<file path="src/rtl/call_pkg.sv">
package call_pkg;

  typedef enum logic [2:0] {
    ST_IDLE  = 3'd0,
    ST_PARSE = 3'd1,
    ST_INIT  = 3'd2,
    ST_INCOM = 3'd3,
    ST_CONV  = 3'd4,
    ST_DLOC  = 3'd5,
    ST_DREM  = 3'd6
  } call_st_t;

  typedef enum logic [2:0] {
    TN_SILENT   = 3'd0,
    TN_DIAL     = 3'd1,
    TN_RINGBACK = 3'd2,
    TN_BUSY     = 3'd3,
    TN_ERROR    = 3'd4,
    TN_RING     = 3'd5
  } tone_t;

  // event vector positions; a lower index has higher priority
  localparam int NUM_EV     = 11;
  localparam int EV_ONHOOK  = 0;
  localparam int EV_OFFHOOK = 1;
  localparam int EV_DIAL    = 2;
  localparam int EV_END     = 3;
  localparam int EV_ALERT   = 4;
  localparam int EV_ABORT   = 5;
  localparam int EV_REJECT  = 6;
  localparam int EV_BUSY    = 7;
  localparam int EV_ACCEPT  = 8;
  localparam int EV_COND    = 9;
  localparam int EV_QUERY   = 10;

  // saturating increment
  function automatic int unsigned sat_next(int unsigned cur, int unsigned top);
    return (cur >= top) ? top : cur + 1;
  endfunction

  // timer reaches its last cycle in the wait state
  function automatic logic wait_done(int unsigned cnt, int unsigned tmo);
    return (cnt + 1 >= tmo);
  endfunction

endpackage

</file>
<file path="src/rtl/call_evsel.sv">
module call_evsel #(
  parameter int N = 11
) (
  input  logic [N-1:0] ev_raw,
  output logic [N-1:0] ev_pick
);
  assign ev_pick[0] = ev_raw[0];
  for (genvar i = 1; i < N; i++) begin : g_pri
    assign ev_pick[i] = ev_raw[i] & ~(|ev_raw[i-1:0]);
  end
endmodule

</file>
<file path="src/rtl/call_timer.sv">
module call_timer
  import call_pkg::*;
#(
  parameter int TMO = 1000
) (
  input  logic clk,
  input  logic rst_n,
  input  logic run,
  output logic expire
);
  localparam int CW = (TMO < 2) ? 1 : $clog2(TMO + 1);

  logic [CW-1:0] cnt_q;

  assign expire = run && wait_done(32'(cnt_q), TMO);

  always_ff @(posedge clk or negedge rst_n) begin
    if (!rst_n)       cnt_q <= '0;
    else if (!run)    cnt_q <= '0;
    else if (!expire) cnt_q <= cnt_q + CW'(1);
  end
endmodule

</file>
<file path="src/rtl/call_fsm.sv">
module call_fsm
  import call_pkg::*;
(
  input  call_st_t            cur_st,
  input  logic [NUM_EV-1:0]   ev_pick,
  input  logic                expire,
  output call_st_t            nxt_st,
  output logic                tone_we,
  output tone_t               tone_nv,
  output logic                join_n,
  output logic                abort_n,
  output logic                err_n,
  output logic                dial_clr,
  output logic                dial_inc
);
  logic hit;

  always_comb begin
    nxt_st   = cur_st;
    tone_we  = 1'b0;
    tone_nv  = TN_SILENT;
    join_n   = 1'b0;
    abort_n  = 1'b0;
    dial_clr = 1'b0;
    dial_inc = 1'b0;
    hit      = 1'b0;
    unique case (cur_st)
      ST_IDLE: begin
        if (ev_pick[EV_OFFHOOK]) begin
          nxt_st = ST_PARSE; tone_we = 1'b1; tone_nv = TN_DIAL;
          dial_clr = 1'b1; hit = 1'b1;
        end else if (ev_pick[EV_ALERT]) begin
          nxt_st = ST_INCOM; tone_we = 1'b1; tone_nv = TN_RING; hit = 1'b1;
        end
      end
      ST_PARSE: begin
        if (ev_pick[EV_ONHOOK]) begin
          nxt_st = ST_IDLE; tone_we = 1'b1; hit = 1'b1;
        end else if (ev_pick[EV_DIAL]) begin
          tone_we = 1'b1; dial_inc = 1'b1; hit = 1'b1;
        end else if (ev_pick[EV_END]) begin
          nxt_st = ST_INIT; tone_we = 1'b1; tone_nv = TN_RINGBACK; hit = 1'b1;
        end
      end
      ST_INIT: begin
        if (ev_pick[EV_ONHOOK]) begin
          nxt_st = ST_DLOC; tone_we = 1'b1; abort_n = 1'b1; hit = 1'b1;
        end else if (ev_pick[EV_REJECT]) begin
          nxt_st = ST_DREM; tone_we = 1'b1; tone_nv = TN_ERROR; hit = 1'b1;
        end else if (ev_pick[EV_BUSY]) begin
          nxt_st = ST_DREM; tone_we = 1'b1; tone_nv = TN_BUSY; hit = 1'b1;
        end else if (ev_pick[EV_ACCEPT]) begin
          nxt_st = ST_CONV; tone_we = 1'b1; join_n = 1'b1; hit = 1'b1;
        end else if (ev_pick[EV_COND]) begin
          nxt_st = ST_PARSE; tone_we = 1'b1; dial_clr = 1'b1; hit = 1'b1;
        end
      end
      ST_INCOM: begin
        if (ev_pick[EV_OFFHOOK]) begin
          nxt_st = ST_CONV; tone_we = 1'b1; join_n = 1'b1; hit = 1'b1;
        end else if (ev_pick[EV_ABORT]) begin
          nxt_st = ST_IDLE; tone_we = 1'b1; hit = 1'b1;
        end
      end
      ST_CONV: begin
        if (ev_pick[EV_ONHOOK]) begin
          nxt_st = ST_DLOC; tone_we = 1'b1; hit = 1'b1;
        end else if (ev_pick[EV_ABORT]) begin
          nxt_st = ST_DREM; tone_we = 1'b1; tone_nv = TN_DIAL; hit = 1'b1;
        end
      end
      ST_DLOC: begin
        nxt_st = ST_IDLE; hit = 1'b1;
      end
      ST_DREM: begin
        if (ev_pick[EV_ONHOOK]) begin
          nxt_st = ST_IDLE; tone_we = 1'b1; hit = 1'b1;
        end else if (expire) begin
          nxt_st = ST_PARSE; tone_we = 1'b1; tone_nv = TN_DIAL;
          dial_clr = 1'b1; hit = 1'b1;
        end
      end
      default: begin
        nxt_st = ST_IDLE; hit = 1'b1;
      end
    endcase
  end

  assign err_n = (|ev_pick) && !hit && !ev_pick[EV_QUERY];
endmodule

</file>
<file path="src/rtl/call_ctrl.sv">
module call_ctrl
  import call_pkg::*;
#(
  parameter int TIMEOUT = 1000,
  parameter int CNT_W   = 4
) (
  input  logic             clk,
  input  logic             rst_n,
  input  logic             hs_onhook,
  input  logic             hs_offhook,
  input  logic             hs_dial,
  input  logic             hs_dial_end,
  input  logic             nw_alert,
  input  logic             nw_abort,
  input  logic             nw_query,
  input  logic             nw_reject,
  input  logic             nw_busy,
  input  logic             nw_accept,
  input  logic             nw_cond,
  output logic [2:0]       state_o,
  output logic [2:0]       tone_o,
  output logic [CNT_W-1:0] dial_cnt_o,
  output logic             join_o,
  output logic             leave_o,
  output logic             abort_o,
  output logic             err_o
);
  localparam int unsigned DIAL_MAX = (1 << CNT_W) - 1;

  logic [NUM_EV-1:0] ev_raw;
  logic [NUM_EV-1:0] ev_pick;
  logic              expire;
  call_st_t          st_q, nxt_st;
  tone_t             tone_q, tone_nv;
  logic              tone_we, join_n, abort_n, err_n, dial_clr, dial_inc;
  logic              join_q, abort_q, err_q;
  logic [CNT_W-1:0]  cnt_q;

  assign ev_raw = {nw_query, nw_cond, nw_accept, nw_busy, nw_reject,
                   nw_abort, nw_alert, hs_dial_end, hs_dial, hs_offhook,
                   hs_onhook};

  call_evsel #(.N(NUM_EV)) u_sel (
    .ev_raw  (ev_raw),
    .ev_pick (ev_pick)
  );

  call_timer #(.TMO(TIMEOUT)) u_tmr (
    .clk    (clk),
    .rst_n  (rst_n),
    .run    (st_q == ST_DREM),
    .expire (expire)
  );

  call_fsm u_fsm (
    .cur_st   (st_q),
    .ev_pick  (ev_pick),
    .expire   (expire),
    .nxt_st   (nxt_st),
    .tone_we  (tone_we),
    .tone_nv  (tone_nv),
    .join_n   (join_n),
    .abort_n  (abort_n),
    .err_n    (err_n),
    .dial_clr (dial_clr),
    .dial_inc (dial_inc)
  );

  always_ff @(posedge clk or negedge rst_n) begin
    if (!rst_n) begin
      st_q    <= ST_IDLE;
      tone_q  <= TN_SILENT;
      join_q  <= 1'b0;
      abort_q <= 1'b0;
      err_q   <= 1'b0;
      cnt_q   <= '0;
    end else begin
      st_q    <= nxt_st;
      join_q  <= join_n;
      abort_q <= abort_n;
      err_q   <= err_n;
      if (tone_we) tone_q <= tone_nv;
      if (dial_clr)      cnt_q <= '0;
      else if (dial_inc) cnt_q <= CNT_W'(sat_next(32'(cnt_q), DIAL_MAX));
    end
  end

  assign state_o    = st_q;
  assign tone_o     = tone_q;
  assign dial_cnt_o = cnt_q;
  assign join_o     = join_q;
  assign leave_o    = (st_q == ST_DLOC);
  assign abort_o    = abort_q;
  assign err_o      = err_q;
endmodule

</file>
<file path="config.mk">
export PLATFORM = sky130hd
export DESIGN_NAME = call_ctrl
export DESIGN_NICKNAME = d
export VERILOG_FILES = /design/src/rtl/call_pkg.sv /design/src/rtl/call_evsel.sv /design/src/rtl/call_timer.sv /design/src/rtl/call_fsm.sv /design/src/rtl/call_ctrl.sv
export SDC_FILE = /design/constraint.sdc
export NUM_CORES = 1
export LEC_CHECK = 0
export BUFFER_PORTS_ARGS = -buffer_cell sky130_fd_sc_hd__clkbuf_2
export CELL_PAD_IN_SITES_DETAIL_PLACEMENT = 1
export CELL_PAD_IN_SITES_GLOBAL_PLACEMENT = 1
export CORE_MARGIN = 3
export CORE_UTILIZATION = 45
export CTS_CLUSTER_DIAMETER = 120
export CTS_CLUSTER_SIZE = 40
export DETAILED_ROUTE_END_ITERATION = 8
export PLACE_DENSITY = 0.86
export SETUP_SLACK_MARGIN = 0.05
export SLEW_MARGIN = 20
export SYNTH_ARGS = -nofsm -noshare
export SYNTH_HDL_FRONTEND = slang
export SYNTH_SLANG_ARGS = --single-unit
export TNS_END_PERCENT = 30
</file>
<file path="constraint.sdc">
create_clock -name clk -period 5.6 [get_ports clk]
set_input_delay 0.28 -clock clk [delete_from_list [all_inputs] [get_ports clk]]
set_output_delay 0.28 -clock clk [all_outputs]
set_load 0.005 [all_outputs]
</file>
==> flow_results.org, run 1 <==
** Run status
- The flow ran to the end, and the final reports show no timing, DRC or antenna violations.

** Floorplanning
- During I/O placement, the number of pins put on the boundary was 27.
- Die area :: 4260 µm²
- In this run the standard cell core region covers 3200 µm².
- Once the floorplan was initialized, standard cells occupied 49.3% of the core.
- From left edge to right edge, the die measures 65.2 µm.
- The floorplan has 20 rows.
- Vertical extent of the die :: 65.2 µm

** Worst hold path
- Hold Crit Class :: input port to flop
- Hold depth :: 3

** Clock network
- Cell at the root of the clock tree :: clkbuf_4
- CTS H-Tree Depth :: 1
- Total clock buffers created by CTS :: 3
- TritonCTS clock tree :: done
- Clock buffer depth :: 2
- Post-CTS Resized :: 0
- CTS clock-pin slew for the worst setup and hold paths :: 0.12 ns
- Clock latency on the worst-skew pair, taken at its later pin, is 0.31 ns.
- The clock net in this run drives a total of 23 sinks.

** Cells and area
- Most common library cell in the layout ignoring fill and taps :: clkbuf_2
- After filler insertion, the fill cell instance count of the layout stands at 404.
- After routing the design area is 1760 µm².
- In the final design database the tool counted 220 nets.
- Multi-input combinational cell area :: 950 µm²
- Compared with the post-synthesis result, the final layout area differs by 11.5%.
- Area taken by flip-flops and latches :: 576 µm²
- Layout cells sized above 1 :: 20.1%
- In the layout the commonest cells are clkbuf_2, nor2_1, dfrtp_1.
- The repair_antennas step left the layout with diodes totalling 0.
- The finished layout holds 248 standard cells, fillers aside.

** Routing
- In this run the remaining antenna-violating nets after routing total 0.
- Final wirelength :: 4260 µm
- Routed vias :: 1,533
- After detailed routing, the number of vias per cell comes to 6.18.
- In this run, the number of DRC markers left after iteration 0 of detailed routing was 89.
- DRC violations left :: 0
- After detailed routing, the average wire length per cell comes to 17.2 µm.
- Drt first pass iters :: 4

** Timing
- Setup repair after global routing left no endpoint under its margin.
- Final critical-path required period :: 2.60 ns
- Transition at the pin with the smallest max-transition slack :: 0.808 ns
- Setup total negative slack on the finished layout was measured at 0 ns.
- Period Utilization, post-route :: 46.4%
- For the final database, setup skew stands at 0.00466 ns.
- Relative slew slack :: 45.7%
- Number of pins with negative max-slew slack in the final report :: 0
- Setup violations remaining at the end of the flow were counted as 0.
- Final Hold Fails :: 0
- Static timing analysis puts the maximum clock frequency at 0.385 GHz.

** Synthesis
- The number of different library cells used by synthesis comes to 48.
- Number of synthesized flops with an enable pin :: 0
- Sequential fraction of the synthesis area :: 36.5%
- After synthesis the netlist holds a flip-flop and latch count of 23.
- For this run, the leading register cell type out of synthesis is dfrtp_1.
- The cell count after synthesis came out at 181.
- Proportion of register bits with asynchronous set or reset after synthesis :: 100%
- Synthesis produced a netlist with a net count of 196.
- In this run the mean area of a mapped cell was 8.72 µm².
- Count of yosys warnings during synthesis :: 0
- Combined area of all synthesized cells :: 1580 µm²

** Worst setup path
- STA puts the critical path data required time at 5.80 ns.
- Crit path max fanout :: 13
- STA classifies the critical path endpoint as a flop.
- Critical path start-end classification :: flop to flop
- The worst setup path is launched from a flop.
- Max stage delay on crit path :: 0.55 ns
- Ordered list of cells on the worst path :: ha_1 -> nor3b_1 -> a211oi_2 -> o311ai_4 -> o21ai_2 -> a211oi_2 -> a221o_1
- STA puts the critical path data arrival time at 2.80 ns.
- Counting stages on the worst path, the most repeated cell is a211oi_2.
- Worst Reg2Reg Path Length in Cells :: 7
- The slowest stage of the critical path belongs to the cell o21ai_2.

** Placement
- Total placed cells including tap cells :: 243
- IO Port Bufs :: 25
- The congestion estimate from routability-driven global placement came to 0.874.
- Summing all placed instances gives a cell area of 1720 µm².
- HPWL after detailed placement :: 3300 µm

** Flow run
- Number of max-cap violations :: 0

** Pwr
- IR analysis of the VDD net gives a maximum drop of 0.000205 V.
- Power per Cell Area :: 319 nW/µm²
- In this run the static leakage power is 0.763 nW.

** Global routing
- Via count of the first global-routing pass :: 1,574
- Wire length of the first global-routing pass :: 7270 µm
- Global-route usage over all layers :: 21.5%
- Overflow left after global routing :: 0
- Initial antenna violation count :: 0
- Pin count of the biggest net entering global routing :: 25
cell families (layout without fill, tap and decap cells):
group | after synthesis | in the layout | share of synthesized area, %
flip-flops | 23 | 23 | 36.4
adder cells (fa/ha/maj) | 2 | 2 | 1.58
XOR/XNOR | 4 | 4 | 2.22
AND/OR/NAND/NOR | 92 | 92 | 31.3
buffers and inverters | 12 | 35 | 3.41
multiplexers | 3 | 3 | 1.98
AO/OA/AOI/OAI | 45 | 45 | 23.1
cell usage after synthesis, types with 3 or more instances:
library cell,instances,area share (%)
or3_1,4,1.6
nand3b_1,3,1.4
xor2_1,4,2.2
a21oi_1,6,1.9
clkbuf_1,5,1.2
dfrtp_1,23,36
nor2_1,23,5.5
nand2b_1,5,2.0
nor3_1,10,3.2
o21ai_0,8,2.5
nand2_1,14,3.3
a221o_1,3,1.9
o211ai_1,4,1.9
and3_1,5,2.0
nand3_1,12,3.8
o31ai_1,3,1.4
a211oi_2,3,2.4
inv_1,5,1.2
where the power goes:
group	total, W	switching, W	internal, W
registers	0.000255	0.0000594	0.000195
logic	0.000231	0.000125	0.000106
clock network	0.0000763	0.0000485	0.0000278
timing repair:
| item | CTS | global route |
|---|---|---|
| hold buffers | 1 | 0 |
| buffers inserted | 0 | 0 |
| hold endpoints to repair | 23 | 0 |
through the flow:
step	total power [W]	worst slack, ns	hold WS (ns)	utilization, %
2_1_floorplan	0.000405	3.66	-0.0156	-
3_3_place_gp	0.000470	3.12	0.294	53.8
3_5_place_dp	0.000487	3.03	0.300	53.8
4_1_cts	0.000563	3.01	0.223	55.0
5_1_grt	0.000605	2.81	0.229	55.0
6_report	0.000562	3.00	0.233	55.0
registers in the layout, summed over array words and instances (netlist names):
| register | flops |
|---|---|
| err_o | 1 |
| dial_cnt_o | 4 |
| u_tmr.cnt_q | 10 |
| join_o | 1 |
| tone_o | 3 |
| abort_o | 1 |
| state_o | 3 |
worst paths after layout:
path                                 from              to  slack [ns]
hold reg to reg                 tone_o[1]       tone_o[1]        0.51
setup / recovery           u_tmr.cnt_q[0]       tone_o[2]        3.00
min in group asynchronous           rst_n  u_tmr.cnt_q[6]        0.48
hold / removal                  nw_accept          join_o        0.23
setup reg to reg           u_tmr.cnt_q[0]       tone_o[2]        3.00
max in group asynchronous           rst_n      state_o[1]        4.75
layout make-up:
type	count	area share [%]
Inverter	5	1.07
Multi-Input combinational cell	146	53.9
Timing Repair Buffer	26	7.68
Tap cell	44	3.13
Sequential cell	23	32.7
Clock buffer	4	1.49
critical path, delay by kind of cell (launching register included):
family                     cells  cell delay (ns)
and+or+nand+nor                1             0.09
adders and majority gates      1             0.31
DFF                            1             0.47
AOI/OAI and AO/OA              5             1.62
metal layers:
metal	global-route usage (%)	vias to the layer above	wire [µm]
met4	3.11	0	19
met1	28.1	768	1930
met3	4.10	2	213
met5	0	-	0
met2	37.4	37	2100
li1	-	726	-
No activity file was read; power rests on OpenSTA's default activity.
==> run 2, diff against run 1 <==
--- a/config.mk
+++ b/config.mk
@@ -5,15 +5,16 @@
 export SDC_FILE = /design/constraint.sdc
 export NUM_CORES = 1
 export LEC_CHECK = 0
+export ABC_AREA = 1
 export BUFFER_PORTS_ARGS = -buffer_cell sky130_fd_sc_hd__clkbuf_2
 export CELL_PAD_IN_SITES_DETAIL_PLACEMENT = 1
 export CELL_PAD_IN_SITES_GLOBAL_PLACEMENT = 1
 export CORE_MARGIN = 3
-export CORE_UTILIZATION = 45
+export CORE_UTILIZATION = 36
 export CTS_CLUSTER_DIAMETER = 120
 export CTS_CLUSTER_SIZE = 40
 export DETAILED_ROUTE_END_ITERATION = 8
-export PLACE_DENSITY = 0.86
+export PLACE_DENSITY = 0.78
 export SETUP_SLACK_MARGIN = 0.05
 export SLEW_MARGIN = 20
 export SYNTH_ARGS = -nofsm -noshare
==> constraint.sdc (replaced) <==
create_clock -name clk -period 2.1 [get_ports clk]
set_input_delay 0.105 -clock clk [delete_from_list [all_inputs] [get_ports clk]]
set_output_delay 0.105 -clock clk [all_outputs]
set_load 0.005 [all_outputs]
==> run 2 against run 1 <==
  * Clock power rose to 3.5 times the previous value
  * Die area rose by 24%
  * Largest cell class unchanged
  * Clock skew shrank 0.0028 ns
  * Critical path type unchanged
  * Utilization down 11 points
  * Sequential power grew 130%
==> flow_results.org, run 2 <==
** Run status
- The flow ran to the end, and the final reports show no timing, DRC or antenna violations.

** Synthesis
- Gate count after technology mapping :: 231
- In this run the mean area of a mapped cell was 6.90 µm².
- The commonest cells after synthesis are nand2_1, nor2_1, nand3_1.
- Ranked by total cell area, the synthesized netlist is headed by dfrtp_1, nand2_1, nand3_1.
- Number of nets produced by synthesis :: 246
- Summing every instance area after synthesis gives 1590 µm².
- Cell type with the highest aggregate area in the netlist :: dfrtp_1
- In the post-synthesis netlist, the cell with the most instances is nand2_1.
- Sequential fraction of the synthesis area :: 36.1%
- Combinational family with the most area after synthesis :: simple AND/OR/NAND/NOR gates
- Xor/xnor cell area share of the yosys netlist :: 0.549%
- Of the total synthesized cell area, the portion taken by AND, OR, NAND and NOR gates is 44.0%.
- Share of synthesized area spent on multiplexers :: 0%
- Distinct cell type count after synthesis :: 29
- Count of yosys warnings during synthesis :: 0
- Portion of synthesized cell area occupied by the leading cell type :: 36.1%
- In this run, synthesis inferred 0 flip-flops with an integrated enable.
- Proportion of register bits with asynchronous set or reset after synthesis :: 100%
- Dominant synthesized flop cell :: dfrtp_1
- Synth Area in Adders :: 1.57%
- Flop and latch count out of synthesis :: 23
- Share of the synthesized area in compound gates (AO/OA/AOI/OAI) :: 9.58%

** Cells and area
- Layout overhead on the synthesized area :: 15.1%
- In the final layout, the share of cells above drive strength 1 is 20.8%.
- Antenna diode count :: 0
- Once layout is complete, the cells apart from fillers number 310.
- u_tmr.cnt_q holds more flip-flops than any other register.
- The library cell used most frequently in the layout, excluding fill and tap cells, is nand2_1.
- NumNets Final :: 276
- Leaving out fill and tap cells, the most frequent cells in the layout are nand2_1, nor2_1, nand3_1.
- Number of flip-flops in the largest register :: 10

** Clock network
- In this run, CTS created clock tree buffers numbering 3.
- The clock reaches the later pin of the worst-skew pair after 0.26 ns.
- TritonCTS sink count :: 23
- CTS clock-pin slew for the worst setup and hold paths :: 0.08 ns
- CTS built an H-tree with a depth of 1.
- The clock passes through at most 2 buffers.
- TritonCTS clock tree :: done
- Cell at the root of the clock tree :: clkbuf_8
- Total setup buffers inserted after CTS :: 0

** Worst setup path
- Ordered list of cells on the worst path :: ha_2 -> nand4_2 -> o21ai_0 -> o21ai_1 -> nor2_2 -> nand2_2 -> nand3_1 -> nand2_1 -> nand2_1 -> nand2_1
- Critical path's slowest cell :: dfrtp_2
- End of the worst register-to-register path :: state_o[0]
- The kind of cell with the highest combined delay along the critical path is simple AND/OR/NAND/NOR gates.
- Reg-to-reg slack, setup :: 0.23 ns
- Arrival @ worst endpoint :: 2.02 ns
- The critical path is of the flop to flop type.
- STA classifies the critical path endpoint as a flop.
- Crit path max fanout :: 5
- The critical path contains buffers and inverters numbering 0 combined.
- Worst endpoint required time :: 2.25 ns
- The critical path crosses 10 cells after its start point.
- Max stage delay on crit path :: 0.41 ns
- Worst Reg2Reg Path Length in Cells :: 10
- Worst setup SP type :: flop
- In this run the critical register-to-register path is launched from u_tmr.cnt_q[1].
- In this design, the critical path's most frequently occurring cell is nand2_1.

** Pwr
- Pint :: 0.000873 W
- Summed over all nets, the switching power comes to 0.000586 W.
- Proportion of power drawn by flip-flops and latches :: 40.5%
- Power spread over the standard cell area amounts to 796 nW/µm².
- Switching power as a share of total power :: 40.2%
- Final Total Pwr :: 0.00146 W
- Per report_power, the clock group accounts for 18.4% of the total.
- Combinational logic burns 41.1% of the power.
- Max rail drop VDD :: 0.000299 V
- Leakage power :: 0.965 nW

** Placement
- HPWL after detailed placement :: 3340 µm
- Total placed cells including tap cells :: 305
- At the end of routability-driven placement, the weighted congestion stood at 0.809.
- During placement, the flow inserted port buffers numbering 25.
- Prior to clock tree synthesis, the placed netlist has a worst setup slack of 0.167 ns.

** Timing
- Final critical-path required period :: 1.87 ns
- Setup violations remaining at the end of the flow were counted as 0.
- Fin Setup TNS :: 0 ns
- Relative slew slack :: 60.7%
- The max-slew violation count is 0.
- For the pin with the worst max-slew slack, the measured transition is 0.590 ns.
- Once routing completed, OpenROAD measured the worst setup slack at 0.233 ns.
- The number of hold violations in the final report was 0.
- Period Utilization, post-route :: 88.9%
- Based on the critical path, the design can be clocked at up to 0.536 GHz.
- Setup repair after global routing missed its margin :: no
- The clock arrives with 0.00182 ns of skew.

** Routing
- Wire length per cell :: 13.2 µm
- Drt first pass iters :: 4
- In the routed layout, each cell is associated on average with a via count of 5.18.
- Wires add up to 4090 µm.
- Number of DRC markers after the initial detailed-route iteration :: 49
- ANT nets after route :: 0
- Detailed routing inserted a total of 1,606 vias.
- For this run, design rule violations remaining after detail routing come to 0.

** Global routing
- The initial antenna violation count came to 0.
- The total overflow left after global routing is 0.
- For this run, the total global-route usage over all layers was measured as 16.4%.
- Pin count of the biggest net entering global routing :: 24
- The number of global-route vias before repair came to 1,613.
- The first global-routing pass estimated 7050 µm of wire.

** Floorplanning
- In this run the count of I/O pins placed on the die edge is 27.
- In this run the horizontal extent of the chip is 72.5 µm.
- Std-Cell Core Area :: 4140 µm²
- The floorplan has 23 rows.
- Die area :: 5260 µm²
- The floorplan step set the die height to 72.5 µm.
- Initial standard-cell utilization of the core :: 38.5%

** Worst hold path
- The worst hold path terminates at join_o.
- Hold path startpoint :: nw_accept
- Counting instances, the worst hold path has a depth of 3.
- Hold Crit Class :: input port to flop

** Flow run
- Across the run, the number of max-cap violations was 0.
-- run 2: cell types whose count changed in the layout (fill, tap and decap cells not counted), sizes merged, moves of 5 or more --
| cell | previous run | this run |
|---|---|---|
| nand2b | 5 | 0 |
| nand3 | 12 | 30 |
| nor2 | 24 | 39 |
| and3 | 5 | 0 |
| nand4 | 2 | 8 |
| o21ai | 11 | 16 |
| nor3 | 12 | 6 |
| nand2 | 14 | 63 |
| inv | 5 | 27 |
-- run 2: layout make-up --
class                   instances  area [µm²]
well taps                      50        62.6
repair buffers                 29         158
fillers                       561        2310
clock buffers                   4        45.0
inverters                      27         101
multi-input cells             177         891
flip-flops and latches         23         577
-- run 2: power groups by stage --
stage	registers (W)	logic, W	clock network, W
2_1_floorplan	0.000592	0.000387	0
3_3_place_gp	0.000600	0.000595	0
3_5_place_dp	0.000600	0.000608	0
4_1_cts	0.000591	0.000613	0.000281
5_1_grt	0.000600	0.000687	0.000299
6_report	0.000591	0.000600	0.000268
-- run 2: timing repair --
action,4_1_cts,5_1_grt
endpoints found under the setup margin,0,17
gates resized for setup,0,2
hold buffers,1,0
hold endpoints to repair,23,0
-- run 2: worst max path at each step --
stage | startpoint | to | slack [ns]
after floorplan | u_tmr.cnt_q[1] | tone_o[0] | 0.39
after global placement | u_tmr.cnt_q[1] | err_o | 0.20
after detailed placement | u_tmr.cnt_q[1] | dial_cnt_o[3] | 0.17
after CTS | u_tmr.cnt_q[1] | err_o | 0.15
after global routing | u_tmr.cnt_q[1] | dial_cnt_o[2] | 0.06
final | u_tmr.cnt_q[1] | state_o[0] | 0.23
-- run 2: tightest hold or removal path, cell delays in order --
cell and delay (ns):
clkbuf_2 0.11, nand3_1 0.10, nand2_1 0.05
-- run 2: logic make-up after synthesis --
kind of cell	after synthesis
compound gates	26
xor+xnor	1
fa+ha+maj	2
buf+inv	31
flops	23
simple gates	148
-- run 2: layer usage --
metal / vias to the layer above / part of all wire (%) / track usage (%)
li1: 816 / - / -
met1: 768 / 48 / 21.4
met2: 20 / 49 / 29.8
met3: 2 / 2.8 / 1.25
met4: 0 / 0.66 / 3.07
met5: - / 0 / 0
-- run 2: stage by stage --
step | util, % | area [µm²] | hold WS, ns
finish | 44.3 | 1830 | 0.151
CTS | 44.2 | 1830 | 0.138
floorplan | - | 1590 | -0.191
global route | 44.3 | 1830 | 0.172
detailed placement | 42.8 | 1780 | 0.141
global placement | 42.8 | 1780 | 0.136
==> run 3, diff against run 2 <==
--- a/config.mk
+++ b/config.mk
@@ -5,12 +5,11 @@
 export SDC_FILE = /design/constraint.sdc
 export NUM_CORES = 1
 export LEC_CHECK = 0
-export ABC_AREA = 1
 export BUFFER_PORTS_ARGS = -buffer_cell sky130_fd_sc_hd__clkbuf_2
 export CELL_PAD_IN_SITES_DETAIL_PLACEMENT = 1
 export CELL_PAD_IN_SITES_GLOBAL_PLACEMENT = 1
 export CORE_MARGIN = 3
-export CORE_UTILIZATION = 36
+export CORE_UTILIZATION = 38
 export CTS_CLUSTER_DIAMETER = 120
 export CTS_CLUSTER_SIZE = 40
 export DETAILED_ROUTE_END_ITERATION = 8
==> run 3 against run 2 <==
  * Sequential power is 2% higher
  * Clock skew is 0.011 ns higher
  * Count of clock-buffer cells in the layout stayed put
  * Non-clock buffer count is 19 higher
  * Critical path type unchanged
  * Highest routed layer unchanged
==> flow_results.org, run 3 (synthesis results as in run 1) <==
** Clock network
- TritonCTS clock tree :: done
- The root buffer cell chosen for the clock tree is clkbuf_8.
- Clock buffer depth :: 2
- At the later pin of the worst-skew pair, clock insertion delay measures 0.27 ns.
- Counting the buffers created by CTS gives 3.
- TritonCTS sink count :: 23
- In this run the number of H-tree levels came out at 1.
- CTS clock-pin slew for the worst setup and hold paths :: 0.09 ns

** Cells and area
- In the layout the commonest cells are clkbuf_2, nor2_1, dfrtp_1, buf_4, nand2_1.
- More flip-flops sit in one register than any other, and that register is u_tmr.cnt_q.
- The number of antenna diodes in the final layout is 0.
- Compared with the post-synthesis result, the final layout area differs by 29.6%.
- Layout cells sized above 1 :: 34.1%
- NumNets Final :: 242
- The register with the most flip-flops in the layout has 10 of them.
- The library cell used most frequently in the layout, excluding fill and tap cells, is clkbuf_2.

** Worst setup path
- Buf+Inv Stages, Crit Path :: 2
- Cell depth of the worst setup path :: 8
- Ordered list of cells on the worst path :: buf_6 -> and3_4 -> a211oi_4 -> o311ai_4 -> o21ai_4 -> buf_6 -> o31ai_1 -> mux2_2
- At the worst endpoint, the required time is 2.25 ns.
- The slowest stage of the critical path belongs to the cell dfrtp_1.
- Among cell families on the critical path, the largest total delay comes from compound AO/OA/AOI/OAI gates.
- Crit path capture type :: flop
- The cell that appears most often on the critical path is buf_6.
- The critical path is of the flop to flop type.
- Counting cells, the worst reg-to-reg path comes to 8.
- In this run the worst path has a maximum fanout of 5.
- In this run the critical register-to-register path is launched from u_tmr.cnt_q[1].
- Reg-to-reg slack, setup :: 0.03 ns
- Critical path origin :: u_tmr.cnt_q[1]
- For the worst setup path, the data arrival time is 2.21 ns.
- Max stage delay on crit path :: 0.41 ns
- The worst register-to-register path ends at state_o[1].
- Worst setup SP type :: flop

** Timing
- Relative slew slack :: 59.7%
- Setup repair after global routing missed its margin :: yes
- Setup violations remaining at the end of the flow were counted as 0.
- Final Hold Fails :: 0
- Period Utilization, post-route :: 98.4%
- Number of pins with negative max-slew slack in the final report :: 0
- Based on the critical path, the design can be clocked at up to 0.484 GHz.
- Clock skew :: 0.0127 ns
- Hold is met by 0.0914 ns.
- At the pin with the least slew margin, the transition time is 0.605 ns.
- Final critical-path required period :: 2.07 ns

** Global routing
- Initial antenna violation count :: 0
- Overflow left after global routing :: 0
- The first global-routing pass estimated 8090 µm of wire.
- Pin count of the biggest net entering global routing :: 24
- Via count of the first global-routing pass :: 1,666
- Global-route usage over all layers :: 19.8%

** Placement
- Detailed placement ended at an HPWL of 3710 µm.
- IO Port Bufs :: 25
- RD Place Congestion :: 0.821

** Pwr
- Leakage power :: 0.888 nW
- Power per Cell Area :: 833 nW/µm²
- Max rail drop VDD :: 0.000571 V
- Final Total Pwr :: 0.00170 W

** Routing
- Once detail routing completed, the nets flagged for antenna violations numbered 0.
- Dividing the detail-routed via count by the number of cells gives 5.86.
- Drt first pass iters :: 4
- Routed vias :: 1,605
- In the final routed layout, each cell accounts on average for 18.2 µm.
- Final wirelength :: 4990 µm
- Number of DRC markers after the initial detailed-route iteration :: 101
- DRC violations left :: 0

** Floorplanning
- Chip width :: 70.5 µm
- The die is 70.5 µm tall.
- Once the floorplan was initialized, standard cells occupied 41.3% of the core.
- In this run the count of I/O pins placed on the die edge is 27.
- The die covers 4960 µm².
- Std-Cell Core Area :: 3830 µm²
- # rows :: 22

** Worst hold path
- The startpoint identified for the worst hold timing path is nw_accept.
- In this run the worst hold path is classified as input port to flop.
- Worst Hold Path EP :: join_o
- Hold depth :: 3

** Run status
- The flow ran to the end, and the final reports show no timing, DRC or antenna violations.

** Flow run
- Max-cap violations in this run came to 0.
==> run 3: changes by cell type in the layout (fill, tap and decap cells not counted), moves of 4 or more <==
cell,change
and3_1,+4
buf_4,+17
inv_1,-20
nand2_1,-45
nand2b_1,+5
nand3_1,-16
nand4_1,-6
nor2_1,-10
nor2_2,-4
nor3_1,+6
o211ai_1,+4
o21ai_1,-5
==> run 3: metrics by stage <==
stage / setup slack [ns] / setup TNS (ns) / utilization (%) / std cells / instance area, µm²
2_1_floorplan: 0.161 / 0 / - / 181 / 1580
3_3_place_gp: 0.123 / 0 / 48.7 / 265 / 1860
3_5_place_dp: 0.0561 / 0 / 48.7 / 265 / 1860
4_1_cts: 0.0523 / 0 / 50.2 / 270 / 1920
5_1_grt: -0.0442 / -0.127 / 53.5 / 274 / 2050
6_report: 0.0329 / 0 / 53.5 / 274 / 2050
==> run 3: routing by layer <==
metal | global-route usage, % | vias to the layer above | wire length [µm]
met5 | 0 | - | 0
met4 | 2.98 | 0 | 19
met3 | 4.32 | 2 | 188
met2 | 33.9 | 37 | 2520
met1 | 25.9 | 801 | 2270
li1 | - | 765 | -
==> run 3: power breakdown <==
group          switching [W]  internal, W  total, W
Combinational       0.000469     0.000356  0.000825
Sequential         0.0000787     0.000523  0.000602
Clock               0.000142     0.000136  0.000278
Total               0.000690      0.00102   0.00170
==> run 3: how the worst max path moves through the flow <==
stage,end,slack [ns]
final,state_o[1],0.03
after global routing,u_tmr.cnt_q[4],-0.04
after CTS,state_o[1],0.05
after detailed placement,state_o[1],0.06
after global placement,tone_o[0],0.12
after floorplan,state_o[1],0.16
==> run 3: area by class of cell <==
| type | count | area (µm²) |
|---|---|---|
| fill | 469 | 1780 |
| multi-input combinational | 146 | 1040 |
| sequential | 23 | 579 |
| timing repair buffer | 48 | 308 |
| tap | 48 | 60.1 |
| clock buffer | 4 | 45.0 |
| inverter | 5 | 18.8 |
==> run 3: timing repair <==
action | in CTS | in global routing
pin swaps | 0 | 2
resized for setup | 1 | 20
setup endpoints to repair | 5 | 11
hold endpoints to repair | 23 | 0
setup buffers | 0 | 4
cloned | 0 | 0
hold buffers | 1 | 0
==> run 3: worst min-delay path, stage by stage <==
cell and delay [ns]:
clkbuf_2 0.11, nand3_1 0.07, nand2_1 0.05
